$ cat src/rtl/ddrseq_pkg.sv
package ddrseq_pkg;

    typedef enum logic [1:0] {
        CMD_NOP   = 2'b00,
        CMD_READ  = 2'b01,
        CMD_WRITE = 2'b10,
        CMD_STOP  = 2'b11
    } cmd_e;

endpackage

$ cat src/rtl/ddrseq_cmd_pipe.sv
module ddrseq_cmd_pipe
    import ddrseq_pkg::*;
#(
    parameter int COL_W   = 9,
    parameter int BANK_W  = 2,
    parameter int MAX_CLH = 6
) (
    input  logic              clk,
    input  logic              rst_n,
    input  logic [1:0]        cmd_i,
    input  logic [BANK_W-1:0] bank_i,
    input  logic [COL_W-1:0]  col_i,
    input  logic [2:0]        clh_i,
    output logic              tap_vld_o,
    output logic              tap_stop_o,
    output logic              tap_lane_o,
    output logic [BANK_W-1:0] tap_bank_o,
    output logic [COL_W-1:0]  tap_col_o,
    output logic              pre_rd_o
);
    localparam int DEPTH = MAX_CLH / 2;

    typedef struct packed {
        logic              vld;
        logic              stp;
        logic              lane;
        logic [BANK_W-1:0] bank;
        logic [COL_W-1:0]  col;
    } ev_t;

    ev_t pipe_q [DEPTH];
    ev_t pipe_d [DEPTH];
    int  dly;

    always_comb begin
        pipe_d[0].vld  = (cmd_i == CMD_READ) || (cmd_i == CMD_STOP);
        pipe_d[0].stp  = (cmd_i == CMD_STOP);
        pipe_d[0].lane = clh_i[0];
        pipe_d[0].bank = bank_i;
        pipe_d[0].col  = col_i;
        for (int k = 1; k < DEPTH; k++) begin
            pipe_d[k] = pipe_q[k-1];
        end
    end

    always_ff @(posedge clk) begin
        if (!rst_n) begin
            for (int k = 0; k < DEPTH; k++) begin
                pipe_q[k] <= '0;
            end
        end else begin
            for (int k = 0; k < DEPTH; k++) begin
                pipe_q[k] <= pipe_d[k];
            end
        end
    end

    // whole-clock part of the latency selects the tap
    always_comb begin
        dly = int'(clh_i >> 1);
        if (dly < 2)     dly = 2;
        if (dly > DEPTH) dly = DEPTH;
        tap_vld_o  = pipe_q[dly-1].vld;
        tap_stop_o = pipe_q[dly-1].stp;
        tap_lane_o = pipe_q[dly-1].lane;
        tap_bank_o = pipe_q[dly-1].bank;
        tap_col_o  = pipe_q[dly-1].col;
        pre_rd_o   = pipe_q[dly-2].vld && !pipe_q[dly-2].stp && !pipe_q[dly-2].lane;
    end

endmodule

$ cat src/rtl/ddrseq_burst_eng.sv
module ddrseq_burst_eng #(
    parameter int COL_W  = 9,
    parameter int BANK_W = 2,
    parameter int BEAT_W = 3
) (
    input  logic                        clk,
    input  logic                        rst_n,
    input  logic [1:0]                  cfg_bl_i,
    input  logic                        ev_vld_i,
    input  logic                        ev_stop_i,
    input  logic                        ev_lane_i,
    input  logic [BANK_W-1:0]           ev_bank_i,
    input  logic [COL_W-1:0]            ev_col_i,
    input  logic                        pre_rd_i,
    output logic [1:0]                  vld_o,
    output logic [1:0][BEAT_W-1:0]      beat_o,
    output logic [1:0][COL_W-1:0]       col_o,
    output logic [1:0][BANK_W-1:0]      bank_o,
    output logic [1:0]                  oe_o
);
    typedef struct packed {
        logic                   act;
        logic [BEAT_W-1:0]      beat;
        logic [COL_W-1:0]       col;
        logic [BANK_W-1:0]      bank;
        logic [1:0]             ovld;
        logic [1:0][BEAT_W-1:0] obeat;
        logic [1:0][COL_W-1:0]  ocol;
        logic [1:0][BANK_W-1:0] obank;
        logic [1:0]             ooe;
    } st_t;

    st_t               st_q, st_d;
    logic [BEAT_W-1:0] bl_last;
    logic [COL_W-1:0]  wrap_mask;

    always_comb begin
        case (cfg_bl_i)
            2'd2:    bl_last = BEAT_W'(3);
            2'd3:    bl_last = BEAT_W'(7);
            default: bl_last = BEAT_W'(1);
        endcase
        wrap_mask = COL_W'(bl_last);
    end

    always_comb begin
        st_d       = st_q;
        st_d.ovld  = '0;
        st_d.obeat = '0;
        st_d.ocol  = '0;
        st_d.obank = '0;
        for (int j = 0; j < 2; j++) begin
            if (ev_vld_i && (ev_lane_i == (j == 1))) begin
                if (ev_stop_i) begin
                    st_d.act = 1'b0;
                end else begin
                    st_d.act  = 1'b1;
                    st_d.beat = '0;
                    st_d.col  = ev_col_i;
                    st_d.bank = ev_bank_i;
                end
            end
            if (st_d.act) begin
                st_d.ovld[j]  = 1'b1;
                st_d.obeat[j] = st_d.beat;
                st_d.ocol[j]  = (st_d.col & ~wrap_mask) |
                                ((st_d.col + COL_W'(st_d.beat)) & wrap_mask);
                st_d.obank[j] = st_d.bank;
                if (st_d.beat == bl_last) begin
                    st_d.act = 1'b0;
                end else begin
                    st_d.beat = st_d.beat + 1'b1;
                end
            end
        end
        // preamble: enable one half-clock ahead of a starting burst
        st_d.ooe[0] = st_d.ovld[0] || (ev_vld_i && !ev_stop_i && ev_lane_i);
        st_d.ooe[1] = st_d.ovld[1] || pre_rd_i;
    end

    always_ff @(posedge clk) begin
        if (!rst_n) st_q <= '0;
        else        st_q <= st_d;
    end

    assign vld_o  = st_q.ovld;
    assign beat_o = st_q.obeat;
    assign col_o  = st_q.ocol;
    assign bank_o = st_q.obank;
    assign oe_o   = st_q.ooe;

    assert_beat_in_range_R3: assert property (@(posedge clk) disable iff (!rst_n)
        (!st_q.ovld[0] || st_q.obeat[0] <= bl_last) &&
        (!st_q.ovld[1] || st_q.obeat[1] <= bl_last));

    assert_lane_step_R3: assert property (@(posedge clk) disable iff (!rst_n)
        !(ev_vld_i && ev_lane_i) |=>
        (st_q.ovld != 2'b11) || (st_q.obeat[1] == st_q.obeat[0] + 1'b1));

    assert_bank_hold_R5: assert property (@(posedge clk) disable iff (!rst_n)
        !(ev_vld_i && ev_lane_i) |=>
        (st_q.ovld != 2'b11) || (st_q.obank[1] == st_q.obank[0]));

endmodule

$ cat src/rtl/ddrseq_gap_chk.sv
module ddrseq_gap_chk
    import ddrseq_pkg::*;
#(
    parameter int MAX_CLH = 6
) (
    input  logic       clk,
    input  logic       rst_n,
    input  logic [1:0] cmd_i,
    input  logic [2:0] clh_i,
    output logic       perr_o
);
    localparam int CNT_W = $clog2(MAX_CLH / 2 + 1) + 1;
    localparam logic [CNT_W-1:0] CNT_MAX = {CNT_W{1'b1}};

    typedef struct packed {
        logic [CNT_W-1:0] since;
        logic             perr;
    } gap_t;

    gap_t             g_q, g_d;
    logic [CNT_W-1:0] min_gap;

    always_comb begin
        min_gap = CNT_W'((int'(clh_i) + 1) >> 1);
        g_d     = g_q;
        g_d.perr = (cmd_i == CMD_WRITE) && (g_q.since < min_gap);
        if (cmd_i == CMD_STOP)        g_d.since = CNT_W'(1);
        else if (g_q.since != CNT_MAX) g_d.since = g_q.since + 1'b1;
    end

    always_ff @(posedge clk) begin
        if (!rst_n) begin
            g_q.since <= CNT_MAX;
            g_q.perr  <= 1'b0;
        end else begin
            g_q <= g_d;
        end
    end

    assign perr_o = g_q.perr;

    assert_perr_from_write_R9: assert property (@(posedge clk) disable iff (!rst_n)
        perr_o |-> ($past(cmd_i) == CMD_WRITE));

endmodule

$ cat src/rtl/ddr_rd_sequencer.sv
module ddr_rd_sequencer #(
    parameter int COL_W   = 9,
    parameter int BANK_W  = 2,
    parameter int MAX_CLH = 6,
    parameter int MAX_BL  = 8,
    localparam int BEAT_W = $clog2(MAX_BL)
) (
    input  logic                  clk,
    input  logic                  rst_n,
    input  logic [1:0]            cmd_i,
    input  logic [BANK_W-1:0]     bank_i,
    input  logic [COL_W-1:0]      col_i,
    input  logic [1:0]            cfg_bl_i,
    input  logic [2:0]            cfg_clh_i,
    output logic [1:0]            rd_valid_o,
    output logic [2*BEAT_W-1:0]   rd_beat_o,
    output logic [2*COL_W-1:0]    rd_col_o,
    output logic [2*BANK_W-1:0]   rd_bank_o,
    output logic [1:0]            dq_oe_o,
    output logic                  perr_o
);
    logic              tap_vld, tap_stop, tap_lane, pre_rd;
    logic [BANK_W-1:0] tap_bank;
    logic [COL_W-1:0]  tap_col;

    ddrseq_cmd_pipe #(.COL_W(COL_W), .BANK_W(BANK_W), .MAX_CLH(MAX_CLH)) u_pipe (
        .clk(clk), .rst_n(rst_n), .cmd_i(cmd_i), .bank_i(bank_i), .col_i(col_i),
        .clh_i(cfg_clh_i), .tap_vld_o(tap_vld), .tap_stop_o(tap_stop),
        .tap_lane_o(tap_lane), .tap_bank_o(tap_bank), .tap_col_o(tap_col),
        .pre_rd_o(pre_rd)
    );

    ddrseq_burst_eng #(.COL_W(COL_W), .BANK_W(BANK_W), .BEAT_W(BEAT_W)) u_eng (
        .clk(clk), .rst_n(rst_n), .cfg_bl_i(cfg_bl_i), .ev_vld_i(tap_vld),
        .ev_stop_i(tap_stop), .ev_lane_i(tap_lane), .ev_bank_i(tap_bank),
        .ev_col_i(tap_col), .pre_rd_i(pre_rd), .vld_o(rd_valid_o),
        .beat_o(rd_beat_o), .col_o(rd_col_o), .bank_o(rd_bank_o), .oe_o(dq_oe_o)
    );

    ddrseq_gap_chk #(.MAX_CLH(MAX_CLH)) u_gap (
        .clk(clk), .rst_n(rst_n), .cmd_i(cmd_i), .clh_i(cfg_clh_i), .perr_o(perr_o)
    );

endmodule

$ cat config.mk
export PLATFORM = sky130hd
export DESIGN_NAME = ddr_rd_sequencer
export DESIGN_NICKNAME = d
export VERILOG_FILES = /design/src/rtl/ddrseq_pkg.sv /design/src/rtl/ddrseq_cmd_pipe.sv /design/src/rtl/ddrseq_burst_eng.sv /design/src/rtl/ddrseq_gap_chk.sv /design/src/rtl/ddr_rd_sequencer.sv
export SDC_FILE = /design/constraint.sdc
export NUM_CORES = 1
export LEC_CHECK = 0
export ABC_CLOCK_PERIOD_IN_PS = 5000
export BUFFER_PORTS_ARGS = -buffer_cell sky130_fd_sc_hd__clkbuf_2
export CAP_MARGIN = 10
export CORE_MARGIN = 2
export CORE_UTILIZATION = 40
export DETAILED_ROUTE_END_ITERATION = 7
export SYNTH_ARGS = -nofsm -noshare
export SYNTH_HDL_FRONTEND = slang
export SYNTH_SLANG_ARGS = --single-unit
export TNS_END_PERCENT = 10
$ cat constraint.sdc
create_clock -name clk -period 5 [get_ports clk]
set_clock_uncertainty 0.05 [all_clocks]
set_input_delay 0.5 -clock clk [delete_from_list [all_inputs] [get_ports clk]]
set_output_delay 0.5 -clock clk [all_outputs]
set_load 0.02 [all_outputs]
# ---- After elaboration in Yosys (flattened, before gate mapping)
# Memory sizes are Yosys's and may differ from the RTL's.
# Index checks and enable logic that the tools add are counted.
dict set report classes {
  n_addsub 8
  order_cmp 3
  n_eq_ne 8
  muxes 23
  n_bitwise 12
  n_reduce_logical 17
}
# operator n
set ops {}
lappend ops {{two-way mux 14 bit} 5}
lappend ops {{> comparator 32 x 3 -> 1 bit, second input constant} 1}
lappend ops {{two-way mux 15 bit} 2}
lappend ops {{adder 9 x 3 -> 9 bit} 2}
lappend ops {{bitwise AND 9 x 3 -> 9 bit} 2}
lappend ops {{bitwise AND 9 bit} 2}
lappend ops {{bitwise OR 9 bit} 2}
lappend ops {{two-way mux 3 bit} 5}
lappend ops {{adder 3 x 1 -> 3 bit, second input constant} 3}
lappend ops {{inverter 3 -> 9 bit} 1}
lappend ops {{equality test 2 bit, second input constant} 4}
lappend ops {{logical AND 1 bit} 7}
lappend ops {{two-way mux 1 bit} 7}
lappend ops {{equality test 3 bit} 2}
lappend ops {{case mux 3 bit (2 select lines)} 1}
lappend ops {{adder 3 x 1 -> 4 bit, second input constant} 1}
lappend ops {{two-way mux 2 bit} 2}
lappend ops {{two-way mux 4 bit} 1}
lappend ops {{AND reduction 2 bit} 2}
lappend ops {{subtractor 2 bit, second input constant} 2}
lappend ops {{logical NOT 1 bit} 3}
lappend ops {{logical OR 1 bit} 3}
lappend ops {{less-than comparator 3 bit} 1}
lappend ops {{inequality test 3 bit, second input constant} 1}
lappend ops {{other kinds (6)} 9}
dict set report totals {
  reg_bits 51
  mem_bits_rw 42
  in_bits 20
  out_inout_bits 33
  elab_cells 87
  mem_count 1
}
# memory words width read_ports rd_ports_with_merged_regs wr line_no
set mem_list {}
lappend mem_list {u_pipe.pipe_q 3 14 4 0 3 ddrseq_cmd_pipe.sv:31} ;# ev_t pipe_q [DEPTH];

# ---- Logic depth before layout (Yosys ltp)
# Gate-level depths: netlist (run 1).
# An unclocked memory read counts as a cell.
dict set report depth {
  depth_word 17
  ltp_mapped 12
}

# ---- By module
# Synthesis (run 1) repeated with hierarchy kept, for this count alone.
dict set report unflattened {
  hier_cells 375
  hier_area_um2 3951.3
}
# mod n_inst cells_per_inst area_each_um2 seq_area_each_um2
set modules_own_cells {}
lappend modules_own_cells {ddrseq_burst_eng 1 246 2358.5 940.9}
lappend modules_own_cells {ddrseq_cmd_pipe 1 107 1351.3 840.8}
lappend modules_own_cells {ddrseq_gap_chk 1 22 241.5 80.1}

# ---- Worst setup path before layout (run 1)
# OpenSTA, ideal clock, no wires.
dict set report synth_path {
  path_type {input to register}
  startpoint {in cfg_clh_i[1]}
  endpoint {reg u_eng.st_q (netlist bit u_eng.col_o[11])}
  setup_time_ns 0.072
  arrival_time_ns 2.660
  slack_ns 2.218
  stages 12
  path_cell_list {nand2_4 > mux2i_4 > nand2_1 > and2_1 > ha_1 > o21ai_0 > mux2_4 > inv_2 > fa_1 > nand2b_1 > mux2i_1 > mux2i_1}
}
dict set report synth_via {
  elab_chain_len 17
  elab_cells_between_ends 24
  classes_between {add/sub (3); order compare (2); eq/ne (1); mux (10); bitwise (4); reduce/logical (3); memory (1)}
}
# element line_no
set synth_rtl {}
lappend synth_rtl {{start, declared} ddr_rd_sequencer.sv:14} ;# input logic [2:0] cfg_clh_i,
lappend synth_rtl {{less-than comparator 2 bit} ddrseq_cmd_pipe.sv:61} ;# if (dly < 2) dly = 2;
lappend synth_rtl {{two-way mux 2 bit (*)} ddrseq_cmd_pipe.sv:61}
lappend synth_rtl {{> comparator 32 x 3 -> 1 bit} ddrseq_cmd_pipe.sv:62} ;# if (dly > DEPTH) dly = DEPTH;
lappend synth_rtl {{two-way mux 2 bit (*)} ddrseq_cmd_pipe.sv:62}
lappend synth_rtl {{subtractor 2 bit (*)} -}
lappend synth_rtl {{memory (3 x 14 bit) (*)} -}
lappend synth_rtl {{inverter 1 bit} ddrseq_burst_eng.sv:53} ;# if (ev_vld_i && (ev_lane_i == (j == 1))) begin
lappend synth_rtl {{logical AND 1 bit} ddrseq_burst_eng.sv:53}
lappend synth_rtl {{two-way mux 15 bit} ddrseq_burst_eng.sv:53}
lappend synth_rtl {{adder 3 x 1 -> 3 bit / equality test 3 bit (equally long branches)} {ddrseq_burst_eng.sv:72, ddrseq_burst_eng.sv:69}}
lappend synth_rtl {{two-way mux 3 bit} ddrseq_burst_eng.sv:69} ;# if (st_d.beat == bl_last) begin
lappend synth_rtl {{two-way mux 4 bit} ddrseq_burst_eng.sv:63} ;# if (st_d.act) begin
lappend synth_rtl {{two-way mux 14 bit} ddrseq_burst_eng.sv:54} ;# if (ev_stop_i) begin
lappend synth_rtl {{two-way mux 15 bit (*)} ddrseq_burst_eng.sv:53}
lappend synth_rtl {{adder 9 x 3 -> 9 bit} ddrseq_burst_eng.sv:67} ;# ((st_d.col + COL_W'(st_d.beat)) & wrap_mask);
lappend synth_rtl {{bitwise AND 9 x 3 -> 9 bit} ddrseq_burst_eng.sv:67}
lappend synth_rtl {{bitwise OR 9 bit} ddrseq_burst_eng.sv:66} ;# st_d.ocol[j] = (st_d.col & ~wrap_mask) |
lappend synth_rtl {{end signal, assigned} ddrseq_burst_eng.sv:83} ;# else st_q <= st_d;
lappend synth_rtl {{end, declared} ddrseq_burst_eng.sv:33} ;# st_t st_q, st_d;
# Mark *: on every way between the ends. The rest lies on a longest branch, timed or not.
# A chain may end at the register's enable or synchronous reset.

==> results of run 1 <==
worst max path at each step:
stage	end	cells after the start	start
floorplan	u_eng.col_o[11]	12	cfg_clh_i[1]
finish	u_eng.col_o[11]	10	u_pipe.pipe_q[1][11]
global route	u_eng.col_o[11]	10	u_pipe.pipe_q[1][11]
CTS	u_eng.col_o[11]	10	u_pipe.pipe_q[1][11]
detailed placement	u_eng.col_o[2]	11	cfg_clh_i[1]
global placement	u_eng.col_o[2]	11	cfg_clh_i[1]
routing by layer:
metal | GRT usage | vias to the layer above
met2 | 0.207 | 58
met4 | 0.0800 | 0
li1 | - | 1252
met5 | 0 | -
met3 | 0.0270 | 17
met1 | 0.190 | 1130
state kept, by name, indices dropped and copies added, names as in the netlist:
signal	flops
u_pipe.pipe_q	42
u_eng.col_o	18
u_eng.st_q	15
u_eng.beat_o	6
u_eng.bank_o	4
u_gap.g_q	3
u_eng.oe_o	2
u_eng.vld_o	2
u_gap.perr_o	1
layout by cell type (no fill, tap or decap), types with 2 or more instances in the layout:
cell type,count
mux2_2,2
nand2b_1,4
mux2i_1,15
clkbuf_8,10
o21ai_1,2
nand4_1,2
ha_1,8
inv_1,8
o22a_1,3
dfxtp_1,93
o21ai_0,9
a21o_1,3
clkinvlp_4,2
o21a_1,2
a21oi_1,2
and3_1,2
and2_1,59
nor2_1,18
nand2_1,20
nor3_1,3
buf_4,3
o211a_1,8
fa_1,2
clkbuf_2,52
nand3_1,6
a31o_2,2
xnor2_1,2
a211oi_1,10
Yosys cell counts (6+ instances only):
library cell  number
inv_1              8
a211oi_1          10
nor2_1            18
dfxtp_1           93
buf_4             33
nand2_1           20
nand3_1            6
and2_1            59
clkbuf_1          11
mux2i_1           15
ha_1               8
o211a_1            8
o21ai_0            9
power groups by stage:
stage	combinational [mW]	clock, mW	sequential (mW)
floorplan	0.161	0	0.814
global placement	0.195	0	0.819
detailed placement	0.201	0	0.819
CTS	0.202	0.508	0.802
global route	0.229	0.536	0.807
finish	0.199	0.494	0.802
kinds of logic (layout without fill, tap and decap cells):
| kind of cell | Yosys count | after routing | synth area share |
|---|---|---|---|
| XOR/XNOR | 3 | 3 | 0.00699 |
| adder cells (fa/ha/maj) | 10 | 10 | 0.0373 |
| AO/OA/AOI/OAI | 61 | 61 | 0.131 |
| AND/OR/NAND/NOR | 123 | 123 | 0.184 |
| multiplexers | 19 | 19 | 0.0559 |
| buffers and inverters | 56 | 79 | 0.0899 |
| flip-flops | 93 | 93 | 0.495 |
area by class of cell:
type	count	share of cell area
Sequential cell	93	0.457
Multi-Input combinational cell	216	0.383
Timing Repair Buffer	55	0.0694
Tap cell	111	0.0341
Clock buffer	10	0.0338
Clock inverter	5	0.0144
Inverter	9	0.00829
==> flow_summary_export.csv, run 1 <==
group,metric,value,unit
outcome,status,"finished clean",
detailed_routing,vias,2457,
power,sequentialPowerShare,0.537,
detailed_routing,drt_pre_antenna_iters,4,
critical_path,cp_top_family,"compound AO/OA/AOI/OAI gates",
critical_path,endpoint_kind,"flip-flop",
critical_path,crit_chain,"and2b_1, a21oi_2, nor2_2, o31ai_1, inv_1, ha_1, fa_1, nand2b_1, mux2i_1, mux2i_1",
place,place_inst,484,
critical_path,r2r-end,"u_eng.col_o[11]",
cts,cts-resized-gates,0,
logic_synthesis,syn_area,3760,µm²
power,powerDensity,367,nW/µm²
cts,clk_pin_slew,0.09,ns
floorplanning,design.core.area,9200,µm²
finish,n_fill_cell,898,
critical_path,slowest_delay,0.38,ns
critical_path,cp_data_required_time,5.24,ns
floorplanning,die_area,10200,µm²
logic_synthesis,synth_seq_area_share,0.495,
sta,hold_viol_final,0,
floorplanning,initial_core_util,0.409,
logic_synthesis,async_flop_share,0,
power,power_frac_comb,0.133,
sta,setup_viol,0,
floorplanning,die_h,101,µm
critical_path,criticalPathCategory,"flip-flop to flip-flop",
finish,n_antenna_cell,0,
detailed_routing,wl_met1,3250,µm
critical_path,cp.arrival,3.16,ns
finish,utilization,0.443,
cts,cts_buffer_depth,2,
finish,final_area,4070,µm²
finish,regArea,1860,µm²
power,peakVddDrop,123,µV
critical_path,crit_buf_inv,1,
cts,cts_tree,"built",
detailed_routing,via_per_inst,4.92,
logic_synthesis,yosys.area.top_type,"dfxtp_1",
hold_path,min_from,"cmd_i[0]",
cts,cts.htree.levels,3,
detailed_routing,antenna_left,0,
logic_synthesis,synth_flop_cell,"dfxtp_1",
cts,clock-root-buffer,"clkbuf_8",
place,place.gp.congestion,0.898,
sta,fin_crit_sh,0.584,
finish,finalNonFillerCells,499,
power,power,1.49,mW
sta,max_slew_margin,0.447,
critical_path,r2r_slack,2.08,ns
place,hpwl,4680,µm
sta,fin_tns_setup,0,ns
logic_synthesis,synth_edf_count,0,
floorplanning,num_rows,35,
logic_synthesis,synth-seq-cells,93,
finish,multi_input_area,1560,µm²
critical_path,crit_path_frequent_cell,"mux2i_1",
job,max_cap_violations,0,
logic_synthesis,syn_area_per_cell,10.3,µm²
place,pre_cts_slack,1.76,ns
finish,final_net_count,414,
logic_synthesis,synthTopCellsByArea,"dfxtp_1 (50%), and2_1 (9.8%), buf_4 (6.6%), mux2i_1 (4.0%), ha_1 (2.7%)",
floorplanning,die_x,101,µm
sta,period_needed,2.92,ns
hold_path,hold_path_class,"primary input to flip-flop",
logic_synthesis,yosysUniqueCellTypes,60,
power,p_sw_frac,0.255,
logic_synthesis,syn_nets,395,
grt,grt_usage,0.140,
grt,antenna_found_initial,0,
critical_path,path_max_fanout,22,
cts,cts_setup_buffers,0,
power,pwr-share-clk,0.330,
finish,areaGrowthSynthToFinish,8.36,%
detailed_routing,wl_met2,2810,µm
power,internal_power,1.11,mW
grt,grt_pass1_vias,2331,
detailed_routing,drt_first_iter_violations,108,
cts,cts.sinks,93,
critical_path,start_kind,"flip-flop",
power,switching_power,381,µW
place,io_buffers,52,
sta,setup_ws,2.08,ns
cts,cts_buffers,9,
logic_synthesis,yosysTopAreaCellShare,0.495,
logic_synthesis,ys_warn_count,0,
finish,drive_gt1_frac,0.219,
critical_path,rr_worst_depth,10,
floorplanning,io_pins,53,
detailed_routing,top_layer,"met4",
detailed_routing,wl_per_cell,13.1,µm
logic_synthesis,synthCells,365,
hold_path,hold_path_end,"u_gap.perr_o",
sta,max_freq,342,MHz
sta,rsz0062_at_grt,"no",
critical_path,r2r_start,"u_pipe.pipe_q[1][11]",
cts,clkLatencyLatePin,0.35,ns
hold_path,hold_path_depth,2,
grt,grt_pass1_wl,11100,µm
cts,holdBufCountCts,0,
place,placed_area,3880,µm²
critical_path,crit_path_top_delay_cell,"dfxtp_1",
detailed_routing,drc,0,
grt,overflow,0,
sta,slew_viol_final,0,
power,leakage,1.78,nW
sta,tightest_slew,0.828,ns
detailed_routing,routed_wl,6540,µm
sta,hold_slack,0.295,ns
detailed_routing,route.met3.wl,276,µm
grt,grt_max_degree,66,
(Power assumes the default switching activity.)
==> run 2, diff against run 1 <==
--- a/config.mk
+++ b/config.mk
@@ -5,7 +5,8 @@
 export SDC_FILE = /design/constraint.sdc
 export NUM_CORES = 1
 export LEC_CHECK = 0
-export ABC_CLOCK_PERIOD_IN_PS = 5000
+export ABC_AREA = 1
+export ABC_CLOCK_PERIOD_IN_PS = 2530
 export BUFFER_PORTS_ARGS = -buffer_cell sky130_fd_sc_hd__clkbuf_2
 export CAP_MARGIN = 10
 export CORE_MARGIN = 2
==> constraint.sdc (replaced) <==
create_clock -name clk -period 2.53 [get_ports clk]
set_clock_uncertainty 0.05 [all_clocks]
set_input_delay 0.253 -clock clk [delete_from_list [all_inputs] [get_ports clk]]
set_output_delay 0.253 -clock clk [all_outputs]
set_load 0.02 [all_outputs]
==> run 2 against run 1 <==
  * Wire length is 5.8% higher
  * Count of clock-buffer cells in the layout stayed put
  * Global-route usage is 0.57 points higher
  * Critical path type unchanged
  * Die area is 1.6% higher
  * Design area is 8.8% higher
  * Non-clock buffer count is 26 higher
  * Sequential power is 96% higher
  * Maximum frequency is 23% higher
  * Synthesized area is 1.7% higher
  * Via count is 16% higher
==> flow_summary_export.csv, run 2 <==
group,metric,value,unit
logic_synthesis,yosysUniqueCellTypes,32,
floorplanning,initial_core_util,0.414,
cts,cts_buffers,9,
floorplanning,die_h,102,µm
detailed_routing,antenna_left,0,
logic_synthesis,yosysMostFrequentCell,"nand2_1",
sta,tightest_slew,0.425,ns
sta,fin_crit_sh,0.937,
sta,max_freq,422,MHz
place,place.gp.congestion,0.878,
power,powerDensity,692,nW/µm²
finish,final_cell_mix,"nand2_1 (113), dfxtp_1 (92), inv_1 (83)",
logic_synthesis,syn_area,3820,µm²
grt,grt_usage,0.145,
detailed_routing,routed_wl,6920,µm
cts,clkLatencyLatePin,0.37,ns
outcome,status,"finished clean",
critical_path,slowest_delay,0.38,ns
place,pre_cts_slack,-0.0750,ns
detailed_routing,via_per_inst,4.22,
power,peakVddDrop,325,µV
detailed_routing,drt_pre_antenna_iters,4,
cts,cts.sinks,93,
sta,setup_viol,0,
finish,utilization,0.479,
grt,grt_max_degree,47,
finish,largest_reg_flops,42,
cts,clock-root-buffer,"clkbuf_8",
logic_synthesis,syn_nets,523,
critical_path,path_max_fanout,5,
detailed_routing,drt_first_iter_violations,92,
sta,hold_slack,0.0161,ns
finish,top_register,"u_pipe.pipe_q",
sta,fin_tns_setup,0,ns
critical_path,criticalPathCategory,"flip-flop to flip-flop",
critical_path,start_kind,"flip-flop",
critical_path,cp_data_required_time,2.72,ns
detailed_routing,drc,0,
finish,areaGrowthSynthToFinish,15.9,%
critical_path,crit_chain,"nand3_2, nand2_2, nand3_4, nand2_4, inv_2, ha_1, inv_2, nand3_2, nand3_2, inv_1, fa_2, inv_2, nor2_1, nor2_1, nand2_1, o21ai_1, a21oi_1",
critical_path,rr_worst_depth,17,
logic_synthesis,ys_warn_count,0,
sta,hold_viol_final,0,
logic_synthesis,synth_commonest_cells,"nand2_1 (115), dfxtp_1 (93), inv_1 (88), nor2_1 (50), buf_4 (32)",
finish,n_fill_cell,956,
floorplanning,io_pins,53,
detailed_routing,wl_per_cell,10.3,µm
logic_synthesis,synth_seq_area_share,0.487,
sta,max_slew_margin,0.716,
logic_synthesis,synth_flop_cell,"dfxtp_1",
place,io_buffers,52,
cts,clk_pin_slew,0.09,ns
critical_path,crit_path_top_delay_cell,"fa_2",
logic_synthesis,synth-seq-cells,93,
cts,cts_buffer_depth,2,
logic_synthesis,async_flop_share,0,
job,max_cap_violations,0,
logic_synthesis,synth_edf_count,0,
place,hpwl,5160,µm
sta,rsz0062_at_grt,"yes",
sta,slew_viol_final,0,
floorplanning,design.core.area,9240,µm²
hold_path,hold_path_depth,3,
finish,drive_gt1_frac,0.254,
critical_path,endpoint_kind,"flip-flop",
hold_path,hold_path_class,"primary input to flip-flop",
logic_synthesis,synthCells,493,
cts,cts.htree.levels,3,
finish,layout_commonest_cell,"nand2_1",
finish,n_antenna_cell,0,
logic_synthesis,syn_area_per_cell,7.75,µm²
cts,cts_tree,"built",
sta,setup_ws,0.160,ns
critical_path,cp.arrival,2.56,ns
grt,grt_pass1_vias,2622,
power,leakage,2.34,nW
logic_synthesis,synthTopCellsByArea,"dfxtp_1 (49%), nand2_1 (11%), inv_1 (8.6%), buf_4 (6.3%), nor2_1 (4.9%)",
floorplanning,num_rows,35,
floorplanning,die_area,10400,µm²
logic_synthesis,yosysTopAreaCellShare,0.487,
sta,period_needed,2.37,ns
detailed_routing,vias,2843,
grt,antenna_found_initial,0,
grt,grt_pass1_wl,11800,µm
finish,final_net_count,569,
grt,overflow,0,
floorplanning,die_x,102,µm
logic_synthesis,yosys.area.top_type,"dfxtp_1",
==> run 2: changes by cell type after synthesis, moves of 8 or more <==
cell,delta
nand2_1,+95
inv_1,+80
and2_1,-58
nor2_1,+32
mux2i_1,-15
a21oi_1,+14
nand3_1,+12
a211oi_1,-10
nand2_2,+10
o22ai_1,+9
o211a_1,-8
==> run 2: routing by layer <==
metal / vias to the layer above / GRT usage / wire length (µm)
met5: - / 0 / 0
met4: 0 / 0.0842 / 182
li1: 1538 / - / -
met2: 66 / 0.226 / 3100
met1: 1223 / 0.185 / 3280
met3: 16 / 0.0338 / 350
==> run 2: path summary, 6_finish.rpt <==
| path | from | end | slack [ns] |
|---|---|---|---|
| setup reg to reg | u_pipe.pipe_q[2][13] | u_eng.col_o[11] | 0.16 |
| hold reg to reg | u_pipe.pipe_q[0][9] | u_pipe.pipe_q[1][9] | 0.36 |
| setup / recovery | u_pipe.pipe_q[2][13] | u_eng.col_o[11] | 0.16 |
| hold / removal | bank_i[1] | u_pipe.pipe_q[0][10] | 0.02 |
==> run 2: cell type report <==
cell class                 instances  area (µm²)  share of cell area
sequential                        93        1860               0.421
clock inverter                     6        75.1              0.0169
clock buffer                      10         138              0.0311
multi-input combinational        260        1350               0.305
timing repair buffer              81         490               0.111
inverter                          94         353              0.0796
tap                              129         161              0.0364
==> run 2: timing repair <==
| action | CTS | global route |
|---|---|---|
| hold buffers | 2 | 0 |
| resized for setup | 0 | 18 |
| endpoints found under the hold margin | 2 | 0 |
| endpoints found under the setup margin | 0 | 2 |
| buffers inserted | 0 | 2 |
==> run 2: cells by family (layout without fill, tap and decap cells) <==
kind of cell,after synthesis,count (layout),share of synthesized area
AO/OA/AOI/OAI,38,38,0.0566
AND/OR/NAND/NOR,209,209,0.242
adder cells (fa/ha/maj),10,10,0.0367
XOR/XNOR,3,3,0.00688
buffers and inverters,140,191,0.170
flip-flops,93,93,0.487
==> run 2: report_power, final <==
| part | switching, mW | leakage, nW | internal, mW | total, mW |
|---|---|---|---|---|
| clock | 0.534 | 0.106 | 0.501 | 1.03 |
| sequential | 0.0363 | 0.759 | 1.53 | 1.57 |
| combinational | 0.268 | 1.47 | 0.193 | 0.461 |
| total | 0.838 | 2.34 | 2.23 | 3.06 |
==> run 2: through the flow <==
stage               std cells  area (µm²)  power, mW
detailed placement        653        4130       2.05
finish                    673        4430       3.06
floorplan                 493        3820       1.91
global placement          653        4130       2.03
global route              673        4430       3.23
CTS                       671        4370       3.10
==> run 2: worst max-delay path: cells and delay by family, from the launching register on <==
kind / cells / cell delay, ns
compound gates: 2 / 0.18
fa+ha+maj: 2 / 0.67
buf+inv: 4 / 0.22
flops: 1 / 0.34
simple gates: 9 / 0.78
